$ cat src/rtl/pll_regs_pkg.sv
package pll_regs_pkg;

  typedef enum logic [1:0] {
    REG_CTRL = 2'd0,
    REG_CFG  = 2'd1,
    REG_STAT = 2'd2,
    REG_FEED = 2'd3
  } reg_sel_e;

  localparam int CTRL_W   = 2;
  localparam int CFG_W    = 7;
  localparam int MSEL_W   = 5;
  localparam int PSEL_W   = 2;
  localparam logic [7:0] KEY_FIRST  = 8'hAA;
  localparam logic [7:0] KEY_SECOND = 8'h55;

  // Oscillator frequency in kHz: ref * (msel+1) * 2 * 2^psel
  function automatic logic [31:0] osc_khz(input logic [31:0] ref_khz,
                                          input logic [CFG_W-1:0] cfg);
    logic [31:0] mult;
    mult = 32'(cfg[MSEL_W-1:0]) + 32'd1;
    return (ref_khz * mult * 32'd2) << cfg[CFG_W-1:MSEL_W];
  endfunction

  function automatic logic cfg_in_range(input logic [31:0] ref_khz,
                                        input logic [31:0] lo_khz,
                                        input logic [31:0] hi_khz,
                                        input logic [CFG_W-1:0] cfg);
    logic [31:0] f;
    f = osc_khz(ref_khz, cfg);
    return (f >= lo_khz) && (f <= hi_khz);
  endfunction

  function automatic logic [31:0] pack_status(input logic [CFG_W-1:0] cfg,
                                              input logic [CTRL_W-1:0] ctrl,
                                              input logic locked);
    logic [31:0] s;
    s = '0;
    s[CFG_W-1:0] = cfg;
    s[8]  = ctrl[0];
    s[9]  = ctrl[1];
    s[10] = locked;
    return s;
  endfunction

endpackage

$ cat src/rtl/pll_feed_seq.sv
module pll_feed_seq
  import pll_regs_pkg::*;
(
  input  logic       clk,
  input  logic       rst_n,
  input  logic       acc,
  input  logic       wr,
  input  reg_sel_e   sel,
  input  logic [7:0] wdata,
  output logic       armed,
  output logic       feed_ok
);
  logic feed_wr;
  assign feed_wr = wr && (sel == REG_FEED);
  assign feed_ok = armed && feed_wr && (wdata == KEY_SECOND);

  // Every access re-evaluates: only a first-key write to feed leaves it armed
  always_ff @(posedge clk or negedge rst_n) begin
    if (!rst_n)   armed <= 1'b0;
    else if (acc) armed <= feed_wr && (wdata == KEY_FIRST);
  end
endmodule

$ cat src/rtl/pll_reg_bank.sv
module pll_reg_bank
  import pll_regs_pkg::*;
(
  input  logic              clk,
  input  logic              rst_n,
  input  logic              wr,
  input  reg_sel_e          sel,
  input  logic [31:0]       wdata,
  input  logic              apply,
  output logic [CTRL_W-1:0] shd_ctrl,
  output logic [CFG_W-1:0]  shd_cfg,
  output logic [CTRL_W-1:0] act_ctrl,
  output logic [CFG_W-1:0]  act_cfg
);
  always_ff @(posedge clk or negedge rst_n) begin
    if (!rst_n) begin
      shd_ctrl <= '0;
      shd_cfg  <= '0;
    end else if (wr) begin
      if (sel == REG_CTRL) shd_ctrl <= wdata[CTRL_W-1:0];
      if (sel == REG_CFG)  shd_cfg  <= wdata[CFG_W-1:0];
    end
  end

  always_ff @(posedge clk or negedge rst_n) begin
    if (!rst_n) begin
      act_ctrl <= '0;
      act_cfg  <= '0;
    end else if (apply) begin
      act_ctrl <= shd_ctrl;
      act_cfg  <= shd_cfg;
    end
  end
endmodule

$ cat src/rtl/pll_lock_timer.sv
module pll_lock_timer #(
  parameter int LOCK_CYCLES = 16
) (
  input  logic clk,
  input  logic rst_n,
  input  logic run,
  input  logic restart,
  output logic locked
);
  localparam int CW = $clog2(LOCK_CYCLES + 1);
  localparam logic [CW-1:0] LAST = CW'(LOCK_CYCLES - 1);

  logic [CW-1:0] cnt;

  always_ff @(posedge clk or negedge rst_n) begin
    if (!rst_n) begin
      cnt    <= '0;
      locked <= 1'b0;
    end else if (!run || restart) begin
      cnt    <= '0;
      locked <= 1'b0;
    end else if (!locked) begin
      if (cnt == LAST) locked <= 1'b1;
      else             cnt    <= cnt + 1'b1;
    end
  end
endmodule

$ cat src/rtl/pll_feed_regs.sv
module pll_feed_regs
  import pll_regs_pkg::*;
#(
  parameter int REF_KHZ     = 14746,
  parameter int OSC_MIN_KHZ = 156000,
  parameter int OSC_MAX_KHZ = 320000,
  parameter int LOCK_CYCLES = 16
) (
  input  logic        clk,
  input  logic        rst_n,
  input  logic        bus_wr,
  input  logic        bus_rd,
  input  logic [3:0]  bus_addr,
  input  logic [31:0] bus_wdata,
  output logic [31:0] bus_rdata,
  output logic        pll_en,
  output logic        pll_connect,
  output logic [4:0]  pll_mult,
  output logic [1:0]  pll_div,
  output logic        pll_locked
);
  reg_sel_e          sel;
  logic              bus_acc;
  logic              feed_armed;
  logic              feed_ok;
  logic [CTRL_W-1:0] shd_ctrl, act_ctrl;
  logic [CFG_W-1:0]  shd_cfg, act_cfg;
  logic              cfg_ok;
  logic              lock_run;
  logic              lock_restart;
  logic [31:0]       status_word;

  assign sel     = reg_sel_e'(bus_addr[3:2]);
  assign bus_acc = bus_wr || bus_rd;

  pll_feed_seq i_feed (
    .clk(clk), .rst_n(rst_n), .acc(bus_acc), .wr(bus_wr), .sel(sel),
    .wdata(bus_wdata[7:0]), .armed(feed_armed), .feed_ok(feed_ok)
  );

  pll_reg_bank i_bank (
    .clk(clk), .rst_n(rst_n), .wr(bus_wr), .sel(sel), .wdata(bus_wdata),
    .apply(feed_ok), .shd_ctrl(shd_ctrl), .shd_cfg(shd_cfg),
    .act_ctrl(act_ctrl), .act_cfg(act_cfg)
  );

  assign cfg_ok   = cfg_in_range(32'(REF_KHZ), 32'(OSC_MIN_KHZ), 32'(OSC_MAX_KHZ), act_cfg);
  assign lock_run = act_ctrl[0] && cfg_ok;
  // Restart lock when the applied frequency changes or enable is being dropped
  assign lock_restart = feed_ok && ((shd_cfg != act_cfg) || !shd_ctrl[0]);

  pll_lock_timer #(.LOCK_CYCLES(LOCK_CYCLES)) i_lock (
    .clk(clk), .rst_n(rst_n), .run(lock_run), .restart(lock_restart),
    .locked(pll_locked)
  );

  assign status_word = pack_status(act_cfg, act_ctrl, pll_locked);

  always_comb begin
    unique case (sel)
      REG_CTRL: bus_rdata = 32'(shd_ctrl);
      REG_CFG:  bus_rdata = 32'(shd_cfg);
      REG_STAT: bus_rdata = status_word;
      default:  bus_rdata = '0;
    endcase
  end

  assign pll_en      = act_ctrl[0];
  assign pll_connect = act_ctrl[0] && act_ctrl[1] && pll_locked;
  assign pll_mult    = act_cfg[MSEL_W-1:0];
  assign pll_div     = act_cfg[CFG_W-1:MSEL_W];
endmodule

$ cat config.mk
export PLATFORM = sky130hd
export DESIGN_NAME = pll_feed_regs
export DESIGN_NICKNAME = d
export VERILOG_FILES = /design/src/rtl/pll_regs_pkg.sv /design/src/rtl/pll_feed_seq.sv /design/src/rtl/pll_reg_bank.sv /design/src/rtl/pll_lock_timer.sv /design/src/rtl/pll_feed_regs.sv
export SDC_FILE = /design/constraint.sdc
export NUM_CORES = 1
export LEC_CHECK = 0
export ABC_AREA = 1
export BUFFER_PORTS_ARGS = -buffer_cell sky130_fd_sc_hd__buf_2
export CORE_MARGIN = 4
export CORE_UTILIZATION = 60
export DETAILED_ROUTE_END_ITERATION = 12
export PLACE_DENSITY = 0.88
export SLEW_MARGIN = 40
export SYNTH_ARGS = -nofsm -noshare
export SYNTH_HDL_FRONTEND = slang
export SYNTH_SLANG_ARGS = --single-unit
$ cat constraint.sdc
create_clock -name clk -period 7 [get_ports clk]
set_clock_uncertainty 0.2 [all_clocks]
set_input_delay 0.7 -clock clk [delete_from_list [all_inputs] [get_ports clk]]
set_output_delay 0.7 -clock clk [all_outputs]
set_load 0.02 [all_outputs]
==> results_dict.tcl <==
set metrics [dict create \
    area_growth_pct 4.84 \
    drc 0 \
    cts_max_level 1 \
    grt_pass1_wl_um 13800 \
    leakagePower_uw 0.00222 \
    avgRoutedWirePerCell_um 11.9 \
    synth-edff-count 0 \
    status "completed" \
    crit_start "i_bank.act_cfg[0]$_DFFE_PN0P_" \
    dp_hpwl_um 6350 \
    first_pass_iters 5 \
    ys_types 41 \
    arrival_ps 5050 \
    clk_pin_slew_ps 80 \
    synth_seq_cells 25 \
    crit_path_end "i_lock.cnt[4]$_DFFE_PN0P_" \
    path_class "flip-flop to flip-flop" \
    final_cells 647 \
    synth_flop_cell "dfrtp_1" \
    p_per_area_mw_per_mm2 79.3 \
    reg2reg_slack_ps 1950 \
    dieWidth_um 84.9 \
    crit_fanout 13 \
    hold_viol 0 \
    die_h_um 84.9 \
    ys_warn_count 0 \
    clk_latency_ps 260 \
    ir_drop_v 0.000117 \
    max_freq_mhz 198 \
    relSlewSlack 0.499 \
    vias 3438 \
    drt_iter0_drc 164 \
    crit_path_start_kind "flip-flop" \
    finalCritPeriodShare 0.722 \
    rows 27 \
    drtAntennaViolNets 0 \
    synth_area_sq_mm 0.00354 \
    initial_core_util 0.632 \
    reg2regPathDepth 27 \
    max-cap-violations 0 \
    numCtsBuffers 3 \
    antenna_found_initial 0 \
    grt_pass1_vias 3344 \
    clock-sinks 25 \
    rsz0062_at_grt "no" \
    fin_crit_ps 5050 \
    cts_buffer_depth 2 \
    hold_class "input port to asynchronous set/reset pin" \
    setup_viol 0 \
    placedCellCount 643 \
    worst_pin_slew_ps 751 \
    avgSynthCellArea_sq_um 6.47 \
    portBuffers 33 \
    wl_um 7670 \
    die_area_sq_mm 0.00720 \
    utilization 0.662 \
    slew_viol_final 0 \
    syn_inst 548 \
    crit_path_end_kind "flip-flop" \
    core_area_sq_mm 0.00561 \
    grt_max_degree 26 \
    rr_endpoint "i_lock.cnt[4]$_DFFE_PN0P_" \
    dp_slack_ps 1980 \
    antenna_cells 0 \
    ys_seq_area_frac 0.177 \
    cts-hold-fix-buffers 0 \
    reg2reg_from "i_bank.act_cfg[0]$_DFFE_PN0P_" \
    fin_ws_ps 1950 \
    worstPathRequired_ps 7000 \
    post_cts_resized 0 \
    overflow 0 \
    gp_congestion 0.905 \
    async_reset_ff_frac 1.00 \
    drive_above_1_share 0.0835 \
    cts_tree "yes" \
    root_buffer "clkbuf_8" \
    grt_use_total 0.224 \
    drt-vias-per-instance 5.31 \
    nets 668 \
    post_cts_buffers 0 \
    tns_ps 0 \
    ioPinCount 82 \
]
## metal layers
metal  share of wire  wire, um  global-route usage
met1            0.44      3360               0.277
met2            0.51      3890               0.422
met3           0.043       327              0.0136
met4           0.012        94              0.0532
met5               0         0                   0
## synthesized netlist by cell type (all sizes together) (6+ instances only)
master  count  area (sq um)
ha         44           551
nor2       44           180
nand3      60           313
dfrtp      25           626
inv        96           360
xor2        9          86.3
a21oi       9          48.8
o21ai      28           140
nand2     152           581
nor3        6          30.0
buf        27           193
fa          8           160
## how the worst min path moves through the flow
| stage | end | slack (ps) | depth (start not counted) |
|---|---|---|---|
| 4_1_cts | i_lock.cnt[0]$_DFFE_PN0P_ | 230 | 1 |
| 2_1_floorplan | i_bank.act_cfg[0]$_DFFE_PN0P_ | 200 | 0 |
| 3_3_place_gp | i_bank.shd_cfg[0]$_DFFE_PN0P_ | 270 | 2 |
| 3_5_place_dp | i_bank.shd_cfg[0]$_DFFE_PN0P_ | 280 | 2 |
| 6_report | i_lock.cnt[1]$_DFFE_PN0P_ | 210 | 1 |
| 5_1_grt | i_lock.cnt[1]$_DFFE_PN0P_ | 250 | 1 |
## cell type report
class / instances / area [sq um]
Inverter: 97 / 364
Sequential cell: 25 / 626
Timing Repair Buffer: 33 / 165
Multi-Input combinational cell: 416 / 2420
Tap cell: 72 / 90.1
Fill cell: 507 / 1890
Clock buffer: 4 / 45.0
## flip-flops by register name (all words and copies together), names as in the netlist
signal,flops
i_bank.shd_ctrl,2
i_lock.locked,1
i_feed.armed,1
i_bank.act_cfg,7
i_bank.act_ctrl,2
i_lock.cnt,5
i_bank.shd_cfg,7
## through the flow
stage | hold slack, ps | instance area, sq um | total power (uW)
CTS | 231 | 3710 | 295
detailed placement | 279 | 3670 | 212
global route | 248 | 3710 | 309
global placement | 273 | 3670 | 211
floorplan | 204 | 3620 | 205
finish | 208 | 3710 | 295
## cells in the final DEF, fill, tap and decap left out, drive strengths merged, types with 2 or more instances in the layout
master,count
or2,2
o2111ai,2
o21bai,2
fa,8
buf,33
conb,22
nor2,44
a21o,2
nand3,60
ha,44
o22ai,5
clkbuf,4
o221ai,2
xor2,9
nand2,152
nor3,6
inv,96
o21ai,28
o211ai,3
nand3b,2
nand4,5
xnor2,2
a21oi,9
dfrtp,25
## cells by family after synthesis
logic type,synth area share
buffers and inverters,0.161
AND/OR/NAND/NOR,0.333
multiplexers,0.00600
flip-flops,0.177
other,0.00106
adder cells (fa/ha/maj),0.201
AO/OA/AOI/OAI,0.0918
XOR/XNOR,0.0293
## worst max-delay path: stages, from the launching register on
cell,delay (ps)
dfrtp_1,580
ha_1,310
nand2_1,60
inv_1,90
nor2_1,410
ha_1,380
ha_1,300
inv_1,50
fa_1,440
inv_1,70
ha_1,190
inv_1,60
fa_1,370
inv_1,150
nand3_1,110
nand2_1,100
nand2_1,70
nand3_1,90
nand2_1,60
nor2_1,80
nand2_1,70
nand2_1,70
nand3_1,110
nand3_1,90
nand2_1,60
a21oi_2,120
nand2_2,140
nor2_1,130
## where the power goes
group          total, uW  internal (uW)  switching [uW]
clock network       84.5           40.7            43.8
logic               51.2           14.2            37.1
registers            159            153            6.45
total                295            207            87.3
(Power assumes the default switching activity.)
